===== src/rtl/dma_irq_pkg.sv =====
package dma_irq_pkg;

    typedef enum logic [1:0] {
        ACC_IDLE  = 2'd0,
        ACC_DATA  = 2'd1,
        ACC_FAULT = 2'd2
    } acc_state_t;

    localparam int WORD_AW = 10;

    // global word offsets
    localparam logic [WORD_AW-1:0] OFS_STAT_ALL = 10'd0;
    localparam logic [WORD_AW-1:0] OFS_STAT_TC  = 10'd1;
    localparam logic [WORD_AW-1:0] OFS_CLR_TC   = 10'd2;
    localparam logic [WORD_AW-1:0] OFS_STAT_ERR = 10'd3;
    localparam logic [WORD_AW-1:0] OFS_CLR_ERR  = 10'd4;
    localparam logic [WORD_AW-1:0] OFS_RAW_TC   = 10'd5;
    localparam logic [WORD_AW-1:0] OFS_RAW_ERR  = 10'd6;
    localparam logic [WORD_AW-1:0] OFS_CH_ON    = 10'd7;
    localparam logic [WORD_AW-1:0] OFS_GCFG     = 10'd12;
    localparam logic [WORD_AW-1:0] OFS_SYNC     = 10'd13;

    // channel window: words 0x40..0x7F, 8 words per channel, config in slot 4
    localparam logic [3:0] CHAN_WIN_TAG = 4'b0001;
    localparam logic [2:0] CFG_SLOT     = 3'd4;
    // identification window: words 0x3F8..0x3FF
    localparam logic [6:0] ID_WIN_TAG   = 7'h7F;

    localparam int CFG_TCMASK_BIT  = 15;
    localparam int CFG_ERRMASK_BIT = 14;
    localparam int CFG_EN_BIT      = 0;
    localparam int GCFG_W          = 3;

    function automatic logic [7:0] id_byte(input logic [2:0] idx, input int nch);
        logic [7:0] b;
        unique case (idx)
            3'd0: b = (nch > 2) ? 8'h80 : 8'h81;
            3'd1: b = 8'h10;
            3'd2: b = 8'h04;
            3'd3: b = 8'h0A;
            3'd4: b = 8'h0D;
            3'd5: b = 8'hF0;
            3'd6: b = 8'h05;
            default: b = 8'hB1;
        endcase
        return b;
    endfunction

endpackage


===== src/rtl/dma_irq_flags.sv =====
module dma_irq_flags #(
    parameter int W = 8
) (
    input  logic         clk,
    input  logic         rst_n,
    input  logic [W-1:0] set_i,
    input  logic         clr_we,
    input  logic [W-1:0] clr_mask,
    output logic [W-1:0] q
);

    logic [W-1:0] clr_eff;

    always_comb begin
        clr_eff = clr_we ? clr_mask : '0;
    end

    // set has priority over clear
    always_ff @(posedge clk) begin
        if (!rst_n) begin
            q <= '0;
        end else begin
            q <= (q & ~clr_eff) | set_i;
        end
    end

    assert_set_sticks_R4: assert property (@(posedge clk) disable iff (!rst_n)
        (|set_i) |=> ((q & $past(set_i)) == $past(set_i)));

    assert_clear_takes_R3: assert property (@(posedge clk) disable iff (!rst_n)
        (clr_we && |(clr_mask & ~set_i)) |=> ((q & $past(clr_mask & ~set_i)) == '0));

endmodule


===== src/rtl/dma_irq_chcfg.sv =====
module dma_irq_chcfg #(
    parameter int NUM_CH = 8
) (
    input  logic                   clk,
    input  logic                   rst_n,
    input  logic                   we,
    input  logic [2:0]             ch_sel,
    input  logic [31:0]            wdata,
    output logic [NUM_CH-1:0][31:0] cfg_o,
    output logic [NUM_CH-1:0]      tc_mask_o,
    output logic [NUM_CH-1:0]      err_mask_o,
    output logic [NUM_CH-1:0]      en_o
);
    import dma_irq_pkg::*;

    for (genvar c = 0; c < NUM_CH; c++) begin : g_ch
        logic [31:0] word_q;

        always_ff @(posedge clk) begin
            if (!rst_n) begin
                word_q <= '0;
            end else if (we && (ch_sel == 3'(c))) begin
                word_q <= wdata;
            end
        end

        assign cfg_o[c]      = word_q;
        assign tc_mask_o[c]  = word_q[CFG_TCMASK_BIT];
        assign err_mask_o[c] = word_q[CFG_ERRMASK_BIT];
        assign en_o[c]       = word_q[CFG_EN_BIT];

        assert_chan_en_R8: assert property (@(posedge clk) disable iff (!rst_n)
            (we && (ch_sel == 3'(c))) |=> (en_o[c] == $past(wdata[0])));
    end

endmodule


===== src/rtl/dma_irq_rdmux.sv =====
module dma_irq_rdmux #(
    parameter int NUM_CH = 8,
    parameter int SYNC_W = 16
) (
    input  logic [9:0]              addr,
    input  logic [NUM_CH-1:0]       tc_raw,
    input  logic [NUM_CH-1:0]       err_raw,
    input  logic [NUM_CH-1:0]       tc_mask,
    input  logic [NUM_CH-1:0]       err_mask,
    input  logic [NUM_CH-1:0][31:0] cfg,
    input  logic [NUM_CH-1:0]       ch_on,
    input  logic [2:0]              gcfg,
    input  logic [SYNC_W-1:0]       sync,
    output logic [31:0]             data,
    output logic                    hit
);
    import dma_irq_pkg::*;

    logic [NUM_CH-1:0] tc_vis;
    logic [NUM_CH-1:0] err_vis;
    logic [2:0]        ch_idx;
    logic [2:0]        slot;

    always_comb begin
        tc_vis  = tc_raw & tc_mask;
        err_vis = err_raw & err_mask;
        ch_idx  = addr[5:3];
        slot    = addr[2:0];
        data    = '0;
        hit     = 1'b0;
        if (addr[9:4] == 6'd0) begin
            unique case (addr[3:0])
                4'd0:  begin data = 32'(tc_vis | err_vis); hit = 1'b1; end
                4'd1:  begin data = 32'(tc_vis);           hit = 1'b1; end
                4'd3:  begin data = 32'(err_vis);          hit = 1'b1; end
                4'd5:  begin data = 32'(tc_raw);           hit = 1'b1; end
                4'd6:  begin data = 32'(err_raw);          hit = 1'b1; end
                4'd7:  begin data = 32'(ch_on);            hit = 1'b1; end
                4'd8, 4'd9, 4'd10, 4'd11: begin data = '0; hit = 1'b1; end
                4'd12: begin data = 32'(gcfg);             hit = 1'b1; end
                4'd13: begin data = 32'(sync);             hit = 1'b1; end
                default: begin data = '0; hit = 1'b0; end
            endcase
        end else if (addr[9:6] == CHAN_WIN_TAG) begin
            if (slot == CFG_SLOT) begin
                for (int c = 0; c < NUM_CH; c++) begin
                    if (ch_idx == 3'(c)) begin
                        data = cfg[c];
                        hit  = 1'b1;
                    end
                end
            end
        end else if (addr[9:3] == ID_WIN_TAG) begin
            data = 32'(id_byte(addr[2:0], NUM_CH));
            hit  = 1'b1;
        end
    end

endmodule


===== src/rtl/dma_irq_regs.sv =====
module dma_irq_regs #(
    parameter int NUM_CH = 8,
    parameter int SYNC_W = 16
) (
    input  logic              clk,
    input  logic              rst_n,
    input  logic              wr_en,
    input  logic              rd_en,
    input  logic [9:0]        addr,
    input  logic [31:0]       wdata,
    output logic [31:0]       rdata,
    output logic              rd_valid,
    output logic              slverr,
    input  logic [NUM_CH-1:0] tc_set,
    input  logic [NUM_CH-1:0] err_set,
    output logic [NUM_CH-1:0] ch_enable,
    output logic              dma_on,
    output logic [1:0]        master_bigend,
    output logic [SYNC_W-1:0] sync_sel,
    output logic              irq
);
    import dma_irq_pkg::*;

    acc_state_t state_q;
    acc_state_t state_d;

    logic [NUM_CH-1:0]        tc_raw;
    logic [NUM_CH-1:0]        err_raw;
    logic [NUM_CH-1:0]        tc_mask;
    logic [NUM_CH-1:0]        err_mask;
    logic [NUM_CH-1:0][31:0]  cfg_words;
    logic [GCFG_W-1:0]        gcfg_q;
    logic [SYNC_W-1:0]        sync_q;
    logic [31:0]              mux_data;
    logic                     rd_hit;
    logic [31:0]              hold_q;

    logic clr_tc_we;
    logic clr_err_we;
    logic cfg_we;
    logic gcfg_we;
    logic sync_we;

    // write decode
    always_comb begin
        clr_tc_we  = wr_en && (addr == OFS_CLR_TC);
        clr_err_we = wr_en && (addr == OFS_CLR_ERR);
        gcfg_we    = wr_en && (addr == OFS_GCFG);
        sync_we    = wr_en && (addr == OFS_SYNC);
        cfg_we     = wr_en && (addr[9:6] == CHAN_WIN_TAG) && (addr[2:0] == CFG_SLOT)
                     && (int'(addr[5:3]) < NUM_CH);
    end

    dma_irq_flags #(.W(NUM_CH)) u_tc_flags (
        .clk      (clk),
        .rst_n    (rst_n),
        .set_i    (tc_set),
        .clr_we   (clr_tc_we),
        .clr_mask (wdata[NUM_CH-1:0]),
        .q        (tc_raw)
    );

    dma_irq_flags #(.W(NUM_CH)) u_err_flags (
        .clk      (clk),
        .rst_n    (rst_n),
        .set_i    (err_set),
        .clr_we   (clr_err_we),
        .clr_mask (wdata[NUM_CH-1:0]),
        .q        (err_raw)
    );

    dma_irq_chcfg #(.NUM_CH(NUM_CH)) u_chcfg (
        .clk        (clk),
        .rst_n      (rst_n),
        .we         (cfg_we),
        .ch_sel     (addr[5:3]),
        .wdata      (wdata),
        .cfg_o      (cfg_words),
        .tc_mask_o  (tc_mask),
        .err_mask_o (err_mask),
        .en_o       (ch_enable)
    );

    always_ff @(posedge clk) begin
        if (!rst_n) begin
            gcfg_q <= '0;
            sync_q <= '0;
        end else begin
            if (gcfg_we) gcfg_q <= wdata[GCFG_W-1:0];
            if (sync_we) sync_q <= wdata[SYNC_W-1:0];
        end
    end

    assign dma_on        = gcfg_q[0];
    assign master_bigend = gcfg_q[2:1];
    assign sync_sel      = sync_q;
    assign irq           = |((tc_raw & tc_mask) | (err_raw & err_mask));

    dma_irq_rdmux #(.NUM_CH(NUM_CH), .SYNC_W(SYNC_W)) u_rdmux (
        .addr     (addr),
        .tc_raw   (tc_raw),
        .err_raw  (err_raw),
        .tc_mask  (tc_mask),
        .err_mask (err_mask),
        .cfg      (cfg_words),
        .ch_on    (ch_enable),
        .gcfg     (gcfg_q),
        .sync     (sync_q),
        .data     (mux_data),
        .hit      (rd_hit)
    );

    // access FSM: next-state logic
    always_comb begin
        state_d = ACC_IDLE;
        unique case (state_q)
            ACC_IDLE, ACC_DATA, ACC_FAULT: begin
                if (rd_en) state_d = rd_hit ? ACC_DATA : ACC_FAULT;
                else       state_d = ACC_IDLE;
            end
            default: state_d = ACC_IDLE;
        endcase
    end

    // access FSM: state register and captured read data
    always_ff @(posedge clk) begin
        if (!rst_n) begin
            state_q <= ACC_IDLE;
            hold_q  <= '0;
        end else begin
            state_q <= state_d;
            if (rd_en) hold_q <= rd_hit ? mux_data : '0;
        end
    end

    // access FSM: outputs
    always_comb begin
        rd_valid = 1'b0;
        slverr   = 1'b0;
        rdata    = '0;
        unique case (state_q)
            ACC_IDLE:  ;
            ACC_DATA:  begin rd_valid = 1'b1; rdata = hold_q; end
            ACC_FAULT: begin rd_valid = 1'b1; slverr = 1'b1; end
            default:   ;
        endcase
    end

    assert_fault_resp_R13: assert property (@(posedge clk) disable iff (!rst_n)
        (rd_en && !rd_hit) |=> (slverr && rd_valid && (rdata == '0)));

    assert_no_stray_resp_R12: assert property (@(posedge clk) disable iff (!rst_n)
        !rd_en |=> !rd_valid);

    assert_irq_rise_cause_R6: assert property (@(posedge clk) disable iff (!rst_n)
        $rose(irq) |-> $past((|tc_set) || (|err_set) || wr_en));

    assert_irq_fall_cause_R6: assert property (@(posedge clk) disable iff (!rst_n)
        $fell(irq) |-> $past(wr_en));

endmodule


===== config.mk =====
export PLATFORM = sky130hd
export DESIGN_NAME = dma_irq_regs
export DESIGN_NICKNAME = d
export VERILOG_FILES = /design/src/rtl/dma_irq_pkg.sv /design/src/rtl/dma_irq_flags.sv /design/src/rtl/dma_irq_chcfg.sv /design/src/rtl/dma_irq_rdmux.sv /design/src/rtl/dma_irq_regs.sv
export SDC_FILE = /design/constraint.sdc
export NUM_CORES = 1
export LEC_CHECK = 0
export ABC_AREA = 1
export BUFFER_PORTS_ARGS = -buffer_cell sky130_fd_sc_hd__buf_4
export CAP_MARGIN = 20
export CORE_ASPECT_RATIO = 1.5
export CORE_MARGIN = 2
export CORE_UTILIZATION = 60
export CTS_CLUSTER_DIAMETER = 30
export DETAILED_ROUTE_END_ITERATION = 10
export GPL_TIMING_DRIVEN = 1
export HOLD_SLACK_MARGIN = 0.15
export MAX_ROUTING_LAYER = met4
export PLACE_DENSITY = 0.8
export SYNTH_ARGS = -nofsm -noshare
export SYNTH_HDL_FRONTEND = slang
export SYNTH_SLANG_ARGS = --single-unit

===== constraint.sdc =====
create_clock -name clk -period 2.4 [get_ports clk]
set_input_delay 0.48 -clock clk [delete_from_list [all_inputs] [get_ports clk]]
set_output_delay 0.48 -clock clk [all_outputs]
set_load 0.02 [all_outputs]

==> results_dict.tcl <==
set metrics [dict create \
    grt_max_degree 100 \
    io_pins 124 \
    synth.avg_cell_area_um2 7.17 \
    max_clock_freq_mhz 453 \
    status "completed" \
    r2r_end "hold_q[1]" \
    die_w_um 131 \
    crit_required_ns 1.92 \
    dp.cells 2377 \
    cts_hold_buf 0 \
    yosys_warnings 0 \
    vias 14500 \
    total_leakage_power_nw 7.61 \
    syn_nets 2077 \
    die-area_um2 25300 \
    cts_max_level 2 \
    vias_per_cell 5.90 \
    power_switching_mw 3.24 \
    cp.arrival_ns 1.73 \
    critical-path-slowest-cell "dfxtp_1" \
    post-place-ws_ns 0.0313 \
    drt-total-wl_um 47700 \
    pwr_density_cell_nw_per_um2 756 \
    most-common-layout-cells "325 x dfxtp_1, 294 x nand2_1, 287 x a21oi_1, 285 x nor2_1, 219 x o21ai_0" \
    tns_ns 0 \
    sw_frac_of_total_pct 24.8 \
    min_path_type "primary input to register" \
    drc 0 \
    layout_commonest_cell "dfxtp_1" \
    n_antenna_cell 0 \
    reg2regPathDepth 8 \
    synth.distinct_cells 45 \
    seq_area_frac_synth_pct 45.1 \
    worst_clock_skew_ns 0.0161 \
    cts_buffer_depth 3 \
    ant_nets 0 \
    tightest_slew_ns 0.709 \
    synth_edf_count 0 \
    end_kind "primary output" \
    initial_core_util_pct 61.0 \
    pwr-share-seq_pct 41.7 \
    cp_cell_sequence "inv_1 > o22ai_1 > nor4_1 > nand2_1 > buf_4" \
    rr_startpoint "u_err_flags.q[1]" \
    final_nets 2171 \
    ir_drop_mv 0.756 \
    numCtsBuffers 46 \
    rsz0062_at_grt "false" \
    grt_use_total_pct 38.3 \
    synthToLayoutAreaGrowth_pct 19.5 \
    ctsResizeCount 1 \
    clk_pin_slew_ns 0.06 \
    setup_ws_ns 0.192 \
    place_area_um2 15700 \
    critPathMaxStageDelay_ns 0.33 \
    endpoint "irq" \
    overflow 0 \
    wl_per_cell_um 19.4 \
    grt_pass1_vias 14000 \
    crit_start "u_chcfg.g_ch[7].word_q[15]" \
    drv_slew 0 \
    setup_violations 0 \
    p_total_mw 13.0 \
    p_int_mw 9.80 \
    drt-pass1-iter-count 6 \
    maxCapViolCount 0 \
    post-route-util_pct 72.9 \
    die_y_um 194 \
    finalInstanceArea_um2 17300 \
    whs_ns 0.169 \
    pwr-share-comb_pct 5.2 \
    worst_hold_path.num_cells 3 \
    core-area_um2 23700 \
    crit_type "register to primary output" \
    port_buffers 123 \
    row_count 69 \
    gp_congestion 1.01 \
    cts_root_buf "clkbuf_16" \
    post-route-period-util_pct 92.0 \
    clock_latency_ns 0.56 \
    syn_inst 2012 \
    numClockSinks 325 \
    synth_ff_type "dfxtp_1" \
    finalCriticalPeriod_ns 2.21 \
    synth_area_um2 14400 \
    synth-seq-cells 325 \
    cts_setup_buffers 0 \
    slew_headroom_pct 52.6 \
    layout.cells.non_filler 2460 \
    initialDrtViolationCount 1443 \
    grt_first_pass_wirelength_um 72900 \
    clock_power_share_pct 53.1 \
    cp_max_fo 3 \
    cts_tree "done" \
    async_reset_ff_share_pct 0 \
    cp-start-kind "register" \
    layout-drive-gt1-share_pct 15.2 \
    antenna_found_initial 0 \
    hold_viol 0 \
    hpwl_um 33100 \
    r2r_slack_ns 0.65 \
]
[cell families (layout without fill, tap and decap cells)]
| group | after synthesis | after routing | share of synthesized area, % |
|---|---|---|---|
| AND/OR/NAND/NOR | 693 | 693 | 20.3 |
| AO/OA/AOI/OAI | 664 | 664 | 24.2 |
| buffers and inverters | 327 | 456 | 10.1 |
| flip-flops | 325 | 325 | 45.1 |
| adder cells (fa/ha/maj) | 3 | 3 | 0.260 |
[registers in the layout, indices dropped and copies added, names as in the netlist]
register,count
hold_q,32
u_tc_flags.q,8
state_q,2
u_err_flags.q,8
gcfg_q,3
u_chcfg.g_ch.word_q,256
sync_sel,16
[cell type report]
cell class / instances / area, um^2
sequential: 325 / 6510
tap: 319 / 399
clock inverter: 33 / 372
fill: 1912 / 6400
clock buffer: 50 / 1210
inverter: 182 / 688
timing repair buffer: 191 / 1600
multi-input combinational: 1360 / 6480
[worst min-delay path by stage]
stage,startpoint,to,slack [ns]
floorplan,u_chcfg.g_ch[2].word_q[16],u_chcfg.g_ch[2].word_q[16],0.42
global placement,u_chcfg.g_ch[2].word_q[18],u_chcfg.g_ch[2].word_q[18],0.43
detailed placement,u_chcfg.g_ch[2].word_q[25],u_chcfg.g_ch[2].word_q[25],0.44
CTS,tc_set[6],u_tc_flags.q[6],0.16
global route,err_set[0],u_err_flags.q[0],0.18
finish,tc_set[6],u_tc_flags.q[6],0.17
[cells in the mapped netlist (all sizes together), types with 10 or more instances]
cell / instances / share of area, %
dfxtp: 325 / 45
o21ai: 307 / 11
nor2: 302 / 8.7
a21oi: 296 / 10
nand2: 296 / 7.7
inv: 173 / 4.5
buf: 80 / 3.7
nand3: 70 / 2.5
clkbuf: 65 / 1.7
o22ai: 19 / 0.82
a211oi: 16 / 0.83
nand4: 13 / 0.61
o2111ai: 10 / 0.61
[per-layer routing]
metal  vias up  part of all wire, %  GRT usage (%)
li1       6834                    -              -
met1      6739                   34           37.6
met2       686                   51           65.2
met3       253                  5.4           5.46
met4         0                   10           31.8
met5         -                    0              -
[power groups by stage]
stage,clock network (mW),registers [mW],logic (mW)
2_1_floorplan,0,5.55,0.343
3_3_place_gp,0,5.56,0.655
3_5_place_dp,0,5.56,0.663
4_1_cts,6.94,5.44,0.667
5_1_grt,7.19,5.44,0.720
6_report,6.92,5.44,0.683
[critical path, delay by kind of cell, from the launching register on]
kind,cells,cell delay (ns)
compound gates,1,0.15
buf+inv,2,0.26
flops,1,0.33
simple gates,2,0.43
No activity file was read; power rests on OpenSTA's default activity.
